`config.mk`:
```
export PLATFORM = sky130hd
export DESIGN_NAME = arith_core
export DESIGN_NICKNAME = d
export VERILOG_FILES = /design/src/rtl/arith_core_pkg.sv /design/src/rtl/ac_imem.sv /design/src/rtl/ac_regfile.sv /design/src/rtl/ac_divider.sv /design/src/rtl/arith_core.sv
export SDC_FILE = /design/constraint.sdc
export NUM_CORES = 2
export LEC_CHECK = 0
export BUFFER_PORTS_ARGS = -buffer_cell sky130_fd_sc_hd__buf_2
export CAP_MARGIN = 25
export CORE_MARGIN = 2
export CORE_UTILIZATION = 55
export DETAILED_ROUTE_END_ITERATION = 10
export PLACE_DENSITY = 0.81
export SLEW_MARGIN = 20
export SYNTH_ARGS = -nofsm -noshare
export SYNTH_HDL_FRONTEND = slang
export SYNTH_HIERARCHICAL = 1
export SYNTH_SLANG_ARGS = --single-unit
```
`constraint.sdc`:
```
create_clock -name clk -period 11.1 [get_ports clk]
set_input_delay 1.11 -clock clk [delete_from_list [all_inputs] [get_ports clk]]
set_output_delay 1.11 -clock clk [all_outputs]
set_load 0.02 [all_outputs]
```
`src/rtl/arith_core_pkg.sv`:
```
// Shared constants, types and the instruction decoder for the arithmetic core.
// Assumes the 24-bit word layout: opcode[23:19], rd[18:16], operand[15:0].
package arith_core_pkg;
    localparam int DATA_W   = 16;
    localparam int OPC_W    = 5;
    localparam int RIDX_W   = 3;
    localparam int INSTR_W  = OPC_W + RIDX_W + DATA_W;
    localparam int OPC_LSB  = RIDX_W + DATA_W;
    localparam int RD_LSB   = DATA_W;
    localparam int NUM_GPR  = 1 << RIDX_W;
    localparam logic [OPC_W-1:0] OPC_HALT = 5'b11111;
    localparam logic [OPC_W-1:0] OPC_LAST_ARITH = 5'b01001;

    // Operation kind; value equals opcode bits 3:1 of the arithmetic codes.
    typedef enum logic [2:0] {
        K_MOV = 3'd0,
        K_ADD = 3'd1,
        K_SUB = 3'd2,
        K_MUL = 3'd3,
        K_DIV = 3'd4
    } kind_e;

    typedef enum logic [1:0] {
        ST_IDLE,
        ST_FETCH,
        ST_EXEC,
        ST_HALT
    } state_e;

    typedef struct packed {
        logic  legal;
        logic  halt;
        logic  use_imm;
        kind_e kind;
    } dec_t;

    // Classify one instruction word.
    function automatic dec_t decode_word(input logic [INSTR_W-1:0] w);
        dec_t d;
        logic [OPC_W-1:0] opc;
        opc       = w[OPC_LSB +: OPC_W];
        d.legal   = 1'b1;
        d.halt    = 1'b0;
        d.use_imm = opc[0];
        d.kind    = K_MOV;
        if (opc == OPC_HALT) begin
            d.halt = 1'b1;
        end else if (opc <= OPC_LAST_ARITH) begin
            d.kind = kind_e'(opc[3:1]);
            if (!opc[0] && (|w[DATA_W-1:RIDX_W]))
                d.legal = 1'b0;
        end else begin
            d.legal = 1'b0;
        end
        return d;
    endfunction
endpackage

```
`src/rtl/ac_imem.sv`:
```
// Instruction store: one synchronous write port, one combinational read port.
// Assumes the writer guarantees no write to an address being fetched.
module ac_imem #(
    parameter int DEPTH = 64,
    parameter int WIDTH = 24,
    localparam int AW   = $clog2(DEPTH)
) (
    input  logic             clk,
    input  logic             we,
    input  logic [AW-1:0]    waddr,
    input  logic [WIDTH-1:0] wdata,
    input  logic [AW-1:0]    raddr,
    output logic [WIDTH-1:0] rdata
);
    logic [WIDTH-1:0] mem [DEPTH];

    // Store one word per write strobe.
    always_ff @(posedge clk) begin
        if (we)
            mem[waddr] <= wdata;
    end

    // Present the addressed word.
    assign rdata = mem[raddr];
endmodule

```
`src/rtl/ac_regfile.sv`:
```
// General registers plus product-high and remainder registers.
// Two operand read ports, one observation read port; all reads combinational.
module ac_regfile #(
    parameter int DW   = 16,
    parameter int NREG = 8,
    localparam int IW  = $clog2(NREG)
) (
    input  logic          clk,
    input  logic          rst_n,
    input  logic          gpr_we,
    input  logic [IW-1:0] gpr_waddr,
    input  logic [DW-1:0] gpr_wdata,
    input  logic          hi_we,
    input  logic [DW-1:0] hi_wdata,
    input  logic          rem_we,
    input  logic [DW-1:0] rem_wdata,
    input  logic [IW-1:0] ra_addr,
    output logic [DW-1:0] ra_data,
    input  logic [IW-1:0] rb_addr,
    output logic [DW-1:0] rb_data,
    input  logic [3:0]    obs_sel,
    output logic [DW-1:0] obs_data
);
    logic [DW-1:0] gpr [NREG];
    logic [DW-1:0] hi_q;
    logic [DW-1:0] rem_q;

    // One register per generated slot, written on index match.
    for (genvar g = 0; g < NREG; g++) begin : g_gpr
        always_ff @(posedge clk) begin
            if (!rst_n)
                gpr[g] <= '0;
            else if (gpr_we && gpr_waddr == IW'(g))
                gpr[g] <= gpr_wdata;
        end
    end

    // Special registers for product high half and remainder.
    always_ff @(posedge clk) begin
        if (!rst_n) begin
            hi_q  <= '0;
            rem_q <= '0;
        end else begin
            if (hi_we)
                hi_q <= hi_wdata;
            if (rem_we)
                rem_q <= rem_wdata;
        end
    end

    assign ra_data = gpr[ra_addr];
    assign rb_data = gpr[rb_addr];

    // Observation mux: general registers, then high, then remainder.
    always_comb begin
        if (obs_sel < 4'(NREG))
            obs_data = gpr[obs_sel[IW-1:0]];
        else if (obs_sel == 4'(NREG))
            obs_data = hi_q;
        else if (obs_sel == 4'(NREG + 1))
            obs_data = rem_q;
        else
            obs_data = '0;
    end
endmodule

```
`src/rtl/ac_divider.sv`:
```
// Iterative restoring unsigned divider, one quotient bit per cycle.
// go loads the operands; W-1 register steps follow; the W-th step is offered
// combinationally on quo_nxt/rem_nxt so the caller can write it back directly.
// Operands must stay stable for the whole operation.
module ac_divider #(
    parameter int W   = 16,
    localparam int CW = $clog2(W + 1)
) (
    input  logic         clk,
    input  logic         rst_n,
    input  logic         go,
    input  logic [W-1:0] dividend,
    input  logic [W-1:0] divisor,
    output logic [W-1:0] quo_nxt,
    output logic [W-1:0] rem_nxt
);
    logic [W-1:0]  quo_q;
    logic [W-1:0]  rem_q;
    logic [CW-1:0] cnt_q;
    logic [W+1:0]  trial;

    // One restoring step: shift in the next dividend bit and try a subtract.
    always_comb begin
        trial = {1'b0, rem_q, quo_q[W-1]} - {2'b00, divisor};
        if (!trial[W+1]) begin
            rem_nxt = trial[W-1:0];
            quo_nxt = {quo_q[W-2:0], 1'b1};
        end else begin
            rem_nxt = {rem_q[W-2:0], quo_q[W-1]};
            quo_nxt = {quo_q[W-2:0], 1'b0};
        end
    end

    // Load on go, then advance one step per cycle while bits remain.
    always_ff @(posedge clk) begin
        if (!rst_n) begin
            quo_q <= '0;
            rem_q <= '0;
            cnt_q <= '0;
        end else if (go) begin
            quo_q <= dividend;
            rem_q <= '0;
            cnt_q <= CW'(W);
        end else if (cnt_q != '0) begin
            quo_q <= quo_nxt;
            rem_q <= rem_nxt;
            cnt_q <= cnt_q - 1'b1;
        end
    end
endmodule

```
`src/rtl/arith_core.sv`:
```
// Multi-cycle register/immediate arithmetic core. Fetches one 24-bit word,
// decodes it, spends a fixed execute time per kind, then writes back.
// Assumes the program is loaded before start; the store is locked while running.
module arith_core
    import arith_core_pkg::*;
#(
    parameter int IMEM_DEPTH = 64,
    parameter int CNT_W      = 32,
    parameter int MUL_EXEC   = 4,
    localparam int AW        = $clog2(IMEM_DEPTH)
) (
    input  logic               clk,
    input  logic               rst_n,
    input  logic               load_en,
    input  logic [AW-1:0]      load_addr,
    input  logic [INSTR_W-1:0] load_data,
    input  logic               start,
    input  logic [3:0]         obs_sel,
    output logic [DATA_W-1:0]  obs_data,
    output logic               done,
    output logic               err_illegal,
    output logic               err_div0,
    output logic [CNT_W-1:0]   cycles,
    output logic [CNT_W-1:0]   instret
);
    localparam int DIV_EXEC = DATA_W + 1;
    localparam int EW       = $clog2(DIV_EXEC);

    state_e               state_q;
    logic [AW-1:0]        pc_q;
    logic [INSTR_W-1:0]   ir_q;
    logic [EW-1:0]        ecnt_q;
    logic [EW-1:0]        ecnt_init;
    logic [INSTR_W-1:0]   fetch_word;
    dec_t                 dec_f;
    dec_t                 dec_x;
    logic                 stopped;
    logic                 wb;
    logic [DATA_W-1:0]    opa;
    logic [DATA_W-1:0]    rb_data;
    logic [DATA_W-1:0]    opb;
    logic [2*DATA_W-1:0]  product;
    logic [DATA_W-1:0]    quo_nxt;
    logic [DATA_W-1:0]    rem_nxt;
    logic                 div_zero;
    logic                 div_go;
    logic [DATA_W-1:0]    result;
    logic                 gpr_we;

    assign stopped = (state_q == ST_IDLE) || (state_q == ST_HALT);
    assign done    = (state_q == ST_HALT);

    ac_imem #(.DEPTH(IMEM_DEPTH), .WIDTH(INSTR_W)) u_imem (
        .clk   (clk),
        .we    (load_en && stopped),
        .waddr (load_addr),
        .wdata (load_data),
        .raddr (pc_q),
        .rdata (fetch_word)
    );

    assign dec_f = decode_word(fetch_word);
    assign dec_x = decode_word(ir_q);

    // Execute length minus one for the word being fetched.
    always_comb begin
        case (dec_f.kind)
            K_MUL:   ecnt_init = EW'(MUL_EXEC - 1);
            K_DIV:   ecnt_init = EW'(DIV_EXEC - 1);
            default: ecnt_init = '0;
        endcase
    end

    ac_regfile #(.DW(DATA_W), .NREG(NUM_GPR)) u_rf (
        .clk       (clk),
        .rst_n     (rst_n),
        .gpr_we    (gpr_we),
        .gpr_waddr (ir_q[RD_LSB +: RIDX_W]),
        .gpr_wdata (result),
        .hi_we     (wb && dec_x.kind == K_MUL),
        .hi_wdata  (product[2*DATA_W-1:DATA_W]),
        .rem_we    (wb && dec_x.kind == K_DIV),
        .rem_wdata (div_zero ? opa : rem_nxt),
        .ra_addr   (ir_q[RD_LSB +: RIDX_W]),
        .ra_data   (opa),
        .rb_addr   (ir_q[RIDX_W-1:0]),
        .rb_data   (rb_data),
        .obs_sel   (obs_sel),
        .obs_data  (obs_data)
    );

    assign opb      = dec_x.use_imm ? ir_q[DATA_W-1:0] : rb_data;
    assign product  = opa * opb;
    assign div_zero = (opb == '0);
    assign div_go   = (state_q == ST_EXEC) && (dec_x.kind == K_DIV)
                      && (ecnt_q == EW'(DIV_EXEC - 1));
    assign wb       = (state_q == ST_EXEC) && (ecnt_q == '0);
    assign gpr_we   = wb && !(dec_x.kind == K_DIV && div_zero);

    ac_divider #(.W(DATA_W)) u_div (
        .clk      (clk),
        .rst_n    (rst_n),
        .go       (div_go),
        .dividend (opa),
        .divisor  (opb),
        .quo_nxt  (quo_nxt),
        .rem_nxt  (rem_nxt)
    );

    // Destination value per operation kind.
    always_comb begin
        case (dec_x.kind)
            K_ADD:   result = opa + opb;
            K_SUB:   result = opa - opb;
            K_MUL:   result = product[DATA_W-1:0];
            K_DIV:   result = quo_nxt;
            default: result = opb;
        endcase
    end

    // Sequencer: idle/halt -> fetch -> execute -> fetch ... -> halt.
    always_ff @(posedge clk) begin
        if (!rst_n) begin
            state_q     <= ST_IDLE;
            pc_q        <= '0;
            ir_q        <= '0;
            ecnt_q      <= '0;
            cycles      <= '0;
            instret     <= '0;
            err_illegal <= 1'b0;
            err_div0    <= 1'b0;
        end else begin
            case (state_q)
                ST_IDLE, ST_HALT: begin
                    if (start) begin
                        state_q     <= ST_FETCH;
                        pc_q        <= '0;
                        cycles      <= '0;
                        instret     <= '0;
                        err_illegal <= 1'b0;
                        err_div0    <= 1'b0;
                    end
                end
                ST_FETCH: begin
                    cycles <= cycles + 1'b1;
                    if (!dec_f.legal) begin
                        err_illegal <= 1'b1;
                        state_q     <= ST_HALT;
                    end else if (dec_f.halt) begin
                        instret <= instret + 1'b1;
                        state_q <= ST_HALT;
                    end else begin
                        ir_q    <= fetch_word;
                        ecnt_q  <= ecnt_init;
                        state_q <= ST_EXEC;
                    end
                end
                ST_EXEC: begin
                    cycles <= cycles + 1'b1;
                    if (ecnt_q == '0) begin
                        instret <= instret + 1'b1;
                        pc_q    <= pc_q + 1'b1;
                        state_q <= ST_FETCH;
                        if (dec_x.kind == K_DIV && div_zero)
                            err_div0 <= 1'b1;
                    end else begin
                        ecnt_q <= ecnt_q - 1'b1;
                    end
                end
                default: state_q <= ST_IDLE;
            endcase
        end
    end
endmodule

```
==> impl_metrics.csv <==
group,metric,value,unit
status,status,"finished, final reports clean",
setup_path,regToRegSetupSlack,2010,ps
placed_design,globalplace.congestion,0.8990,
logic_synthesis,synth_seq_cells,1836,
sta,final.min_clock_period,9092,ps
logic_synthesis,synth_top_family_by_area,"multiplexers",
route,final_antenna_net_count,0,
sta,slew_headroom,26.49,%
setup_path,data_required_time_at_the_worst_endpoint,11790,ps
cts,cts_setup_buffers,0,
min_path,holdCritStartpoint,"err_div0",
power,intPower,12.61,mW
min_path,min-delay-path-class,"reg2reg",
global_route,grt_max_degree,109,
layout,final-instance-count-excl-fill,7801,
setup_path,number_of_cells_on_the_worst_reg_to_reg_path,26,
flow_run,maxCapViolCount,0,
setup_path,critical_path_peak_fanout,18,
sta,timing.final.hold_violations,0,
layout,drive_above_1_share,20.64,%
power,share_clk_of_total_power,34.9,%
route,wl,231800,um
setup_path,cp-start-kind,"register",
logic_synthesis,synthDominantAreaCellType,"sky130_fd_sc_hd__edfxtp_1",
setup_path,setup.worst_path.end_class,"register",
route,detail_route.drc_violations,0,
route,detailroute.via_count,51542,
floorplanning,initial_utilization,55.31,%
power,comb_power_share,22.1,%
placed_design,pre_cts_slack,2066,ps
logic_synthesis,muxShareOfSynthArea,15.79,%
power,power_density,187.3,nW/um2
sta,timing.setup.tns,0,ps
floorplanning,core.rowCount,145,
cts,ctsHoldBuffers,0,
cts,cts_tree,"done",
logic_synthesis,number_of_synthesized_flops_with_an_enable_pin,1664,
global_route,first_global_vias,52027,
logic_synthesis,netlist_top_cells_area,"sky130_fd_sc_hd__edfxtp_1 58%, sky130_fd_sc_hd__mux4_2 9.5%, sky130_fd_sc_hd__fa_1 4.5%",
cts,cts_max_level,4,
setup_path,rr_startpoint,"ir_q[1]",
sta,setup_viol_count_final,0,
power,cellLeakagePower,32.29,nW
route,drt_pass1_iterations,7,
logic_synthesis,avgSynthCellArea,15.84,um2
setup_path,worst-setup-path-type,"reg2reg",
sta,fmaxAchievable,110.0,MHz
global_route,initial_antenna_violation_count,13,
cts,clk_path_buf_depth,3,
layout,synthToLayoutAreaGrowth,10.50,%
cts,clk_pin_slew,60,ps
power,power_switching,5.270,mW
power,switching_share,29.47,%
setup_path,regToRegEndpoint,"u_rf/hi_q[13]",
logic_synthesis,netlist_area,86410,um2
logic_synthesis,synth.most_common_cell,"sky130_fd_sc_hd__edfxtp_1",
global_route,grt_overflow_total,0,
power,power.share.sequential,43.0,%
logic_synthesis,post_synth_xor_area_fraction,0.9934,%
cts,clock_tree.root_cell,"sky130_fd_sc_hd__clkbuf_16",
logic_synthesis,ys_async_sr_fraction,0,%
layout,layout.nets,5967,
logic_synthesis,synth_fp_nets,5835,
floorplanning,height_of_the_die,400.4,um
logic_synthesis,synth-seq-area-share,61.81,%
route,avgViaCountPerCell,6.607,
logic_synthesis,proportion_of_netlist_area_held_by_the_largest_area_contributor,57.83,%
logic_synthesis,synthTopCellsByCount,"1,664 x sky130_fd_sc_hd__edfxtp_1, 363 x sky130_fd_sc_hd__mux4_2, 334 x sky130_fd_sc_hd__nand2_1",
logic_synthesis,synth_cell_type_count,97,
sta,grt_setup_unrepaired,"no",
logic_synthesis,synth_fa_ha_area_share,6.670,%
global_route,gr-usage-all-layers,28.62,%
cts,tritoncts.num_buffers,178,
setup_path,worst_ep_arrival_time,9780,ps
global_route,grt_pass1_wl,340700,um
cts,post_cts.resized_instances,0,
floorplanning,design.die.area,160300,um2
logic_synthesis,yosys.area_share.simple,6.903,%
placed_design,port-buffer-count,120,
cts,clk-insertion-delay-late,880,ps
sta,timing.final.crit_share,81.91,%
min_path,timing.hold.worst_path_depth,2,
sta,final_worst_setup_slack,2008,ps
floorplanning,die_w,400.4,um
route,drt_iter0_markers,7001,
floorplanning,placeableCoreArea,156200,um2
logic_synthesis,gate_count_of_the_mapped_netlist,5454,
cts,clock_sink_count,1836,
placed_design,placedCellCount,7463,
logic_synthesis,synth-warning-count,6,
logic_synthesis,synth-compound-area-share,4.800,%
route,post_drt_wl_per_cell,29.72,um
power,vdd_ir_drop_max,180.3,uV
sta,slew_violations,0,
sta,timing_worst_slew_pin_value,1098,ps
logic_synthesis,ys.flop_type,"sky130_fd_sc_hd__edfxtp_1",
placed_design,dp_hpwl,133500,um
floorplanning,design.portCount,121,
min_path,worstHoldEndpoint,"err_div0",
sta,finalClockSkew,141.7,ps
[power groups by stage]
stage	clock network [mW]	registers [mW]	logic, mW
after global routing	6.55	7.69	4.37
final	6.24	7.69	3.95
after floorplan	0	7.81	2.85
after CTS	6.28	7.69	3.92
after global placement	0	7.83	3.79
after detailed placement	0	7.83	3.87
[cells by family after synthesis]
| family | after synthesis |
|---|---|
| AND/OR/NAND/NOR | 1178 |
| flip-flops | 1836 |
| AO/OA/AOI/OAI | 626 |
| adder cells (fa/ha/maj) | 343 |
| XOR/XNOR | 98 |
| multiplexers | 790 |
| buffers and inverters | 583 |
[worst max-delay path by stage]
| stage | startpoint | end | slack [ps] | depth (start not counted) |
|---|---|---|---|---|
| 2_1_floorplan | ir_q[0] | u_rf/hi_q[13] | 3690 | 28 |
| 3_3_place_gp | ir_q[0] | u_rf/hi_q[13] | 2230 | 25 |
| 3_5_place_dp | ir_q[0] | u_rf/hi_q[13] | 2070 | 25 |
| 4_1_cts | ir_q[0] | u_rf/hi_q[13] | 2050 | 25 |
| 5_1_grt | ir_q[1] | u_rf/hi_q[13] | 1720 | 26 |
| 6_report | ir_q[1] | u_rf/hi_q[13] | 2010 | 26 |
[sequential cells by signal, indices dropped and copies added (netlist names)]
register,count
cycles,32
err_illegal,1
u_rf/gpr,128
u_rf/hi_q,16
u_imem/mem,1536
u_div/quo_q,16
ir_q,24
u_div/cnt_q,5
u_div/rem_q,16
err_div0,1
u_rf/rem_q,16
pc_q,6
state_q,2
ecnt_q,5
instret,32
[through the flow]
step                      instance area (um2)  hold WS [ps]  power (mW)  util (%)
after floorplan                         86410         442.8       10.66         -
after global placement                  89320         449.0       11.61     57.18
after detailed placement                89400         449.8       11.71     57.24
after CTS                               95430         464.2       17.88     61.09
after global routing                    95470         491.4       18.62     61.12
final                                   95470         466.4       17.88     61.12
[layout by cell type, fill, tap and decap left out, types with 13 or more instances in the layout]
cell type                   count
sky130_fd_sc_hd__edfxtp_1    1664
sky130_fd_sc_hd__nor2b_1       92
sky130_fd_sc_hd__nand3_1       69
sky130_fd_sc_hd__o21ai_0      106
sky130_fd_sc_hd__buf_4        130
sky130_fd_sc_hd__nor2_4        13
sky130_fd_sc_hd__nand2b_1      26
sky130_fd_sc_hd__clkbuf_16    178
sky130_fd_sc_hd__clkinv_1      44
sky130_fd_sc_hd__o31ai_1       22
sky130_fd_sc_hd__nand2_1      334
sky130_fd_sc_hd__and2_1       260
sky130_fd_sc_hd__o21ai_1       14
sky130_fd_sc_hd__dfxtp_1      166
sky130_fd_sc_hd__nor3_1        29
sky130_fd_sc_hd__buf_2        116
sky130_fd_sc_hd__o21a_1        30
sky130_fd_sc_hd__mux4_1        56
sky130_fd_sc_hd__a31oi_1       34
sky130_fd_sc_hd__bufinv_16     20
sky130_fd_sc_hd__or3_1         24
sky130_fd_sc_hd__mux2_2       183
sky130_fd_sc_hd__mux2i_1      178
sky130_fd_sc_hd__mux4_2       363
sky130_fd_sc_hd__clkinv_2      25
sky130_fd_sc_hd__a221oi_1      57
sky130_fd_sc_hd__nand4_1       19
sky130_fd_sc_hd__fa_1         196
sky130_fd_sc_hd__xnor2_1       47
sky130_fd_sc_hd__a22oi_1       32
sky130_fd_sc_hd__a21oi_1      127
sky130_fd_sc_hd__nor2_1       152
sky130_fd_sc_hd__o22ai_1       91
sky130_fd_sc_hd__ha_1         147
sky130_fd_sc_hd__and3_1        41
sky130_fd_sc_hd__nor2_2        55
sky130_fd_sc_hd__a21o_1        17
sky130_fd_sc_hd__xor2_1        51
sky130_fd_sc_hd__clkbuf_1      37
sky130_fd_sc_hd__inv_1        277
[area by class of cell]
| type | count | area [um2] |
|---|---|---|
| multi-input combinational | 3035 | 30650 |
| timing repair buffer | 255 | 1739 |
| sequential | 1836 | 53430 |
| clock inverter | 117 | 1379 |
| fill | 10713 | 60730 |
| clock buffer | 219 | 4648 |
| tap | 2058 | 2575 |
| inverter | 280 | 1054 |
| antenna | 1 | 2.502 |
[critical path, stage by stage, from the launching register on]
cell and delay (ps):
sky130_fd_sc_hd__dfxtp_1 910, sky130_fd_sc_hd__buf_4 410, sky130_fd_sc_hd__mux4_1 350, sky130_fd_sc_hd__mux2_2 300, sky130_fd_sc_hd__mux2i_1 300, sky130_fd_sc_hd__inv_1 400, sky130_fd_sc_hd__and2_1 310, sky130_fd_sc_hd__fa_1 530
sky130_fd_sc_hd__inv_1 50, sky130_fd_sc_hd__fa_1 480, sky130_fd_sc_hd__fa_1 500, sky130_fd_sc_hd__fa_1 540, sky130_fd_sc_hd__inv_1 50, sky130_fd_sc_hd__fa_1 480, sky130_fd_sc_hd__inv_1 50, sky130_fd_sc_hd__fa_1 480
sky130_fd_sc_hd__inv_1 40, sky130_fd_sc_hd__ha_1 370, sky130_fd_sc_hd__nand4_1 160, sky130_fd_sc_hd__a211oi_1 300, sky130_fd_sc_hd__nor3_1 130, sky130_fd_sc_hd__o31ai_2 680, sky130_fd_sc_hd__a21oi_1 330, sky130_fd_sc_hd__and4_1 270
sky130_fd_sc_hd__a2111o_1 330, sky130_fd_sc_hd__mux2i_1 130, sky130_fd_sc_hd__nor2b_1 60
[per-layer routing]
| layer | GRT usage (%) | up-vias | part of all wire (%) |
|---|---|---|---|
| li1 | - | 21138 | - |
| met1 | 37.22 | 25987 | 35 |
| met2 | 46.49 | 3715 | 48 |
| met3 | 6.520 | 686 | 12 |
| met4 | 12.62 | 16 | 4.8 |
| met5 | 0 | - | 0.059 |
(Power assumes the default switching activity.)
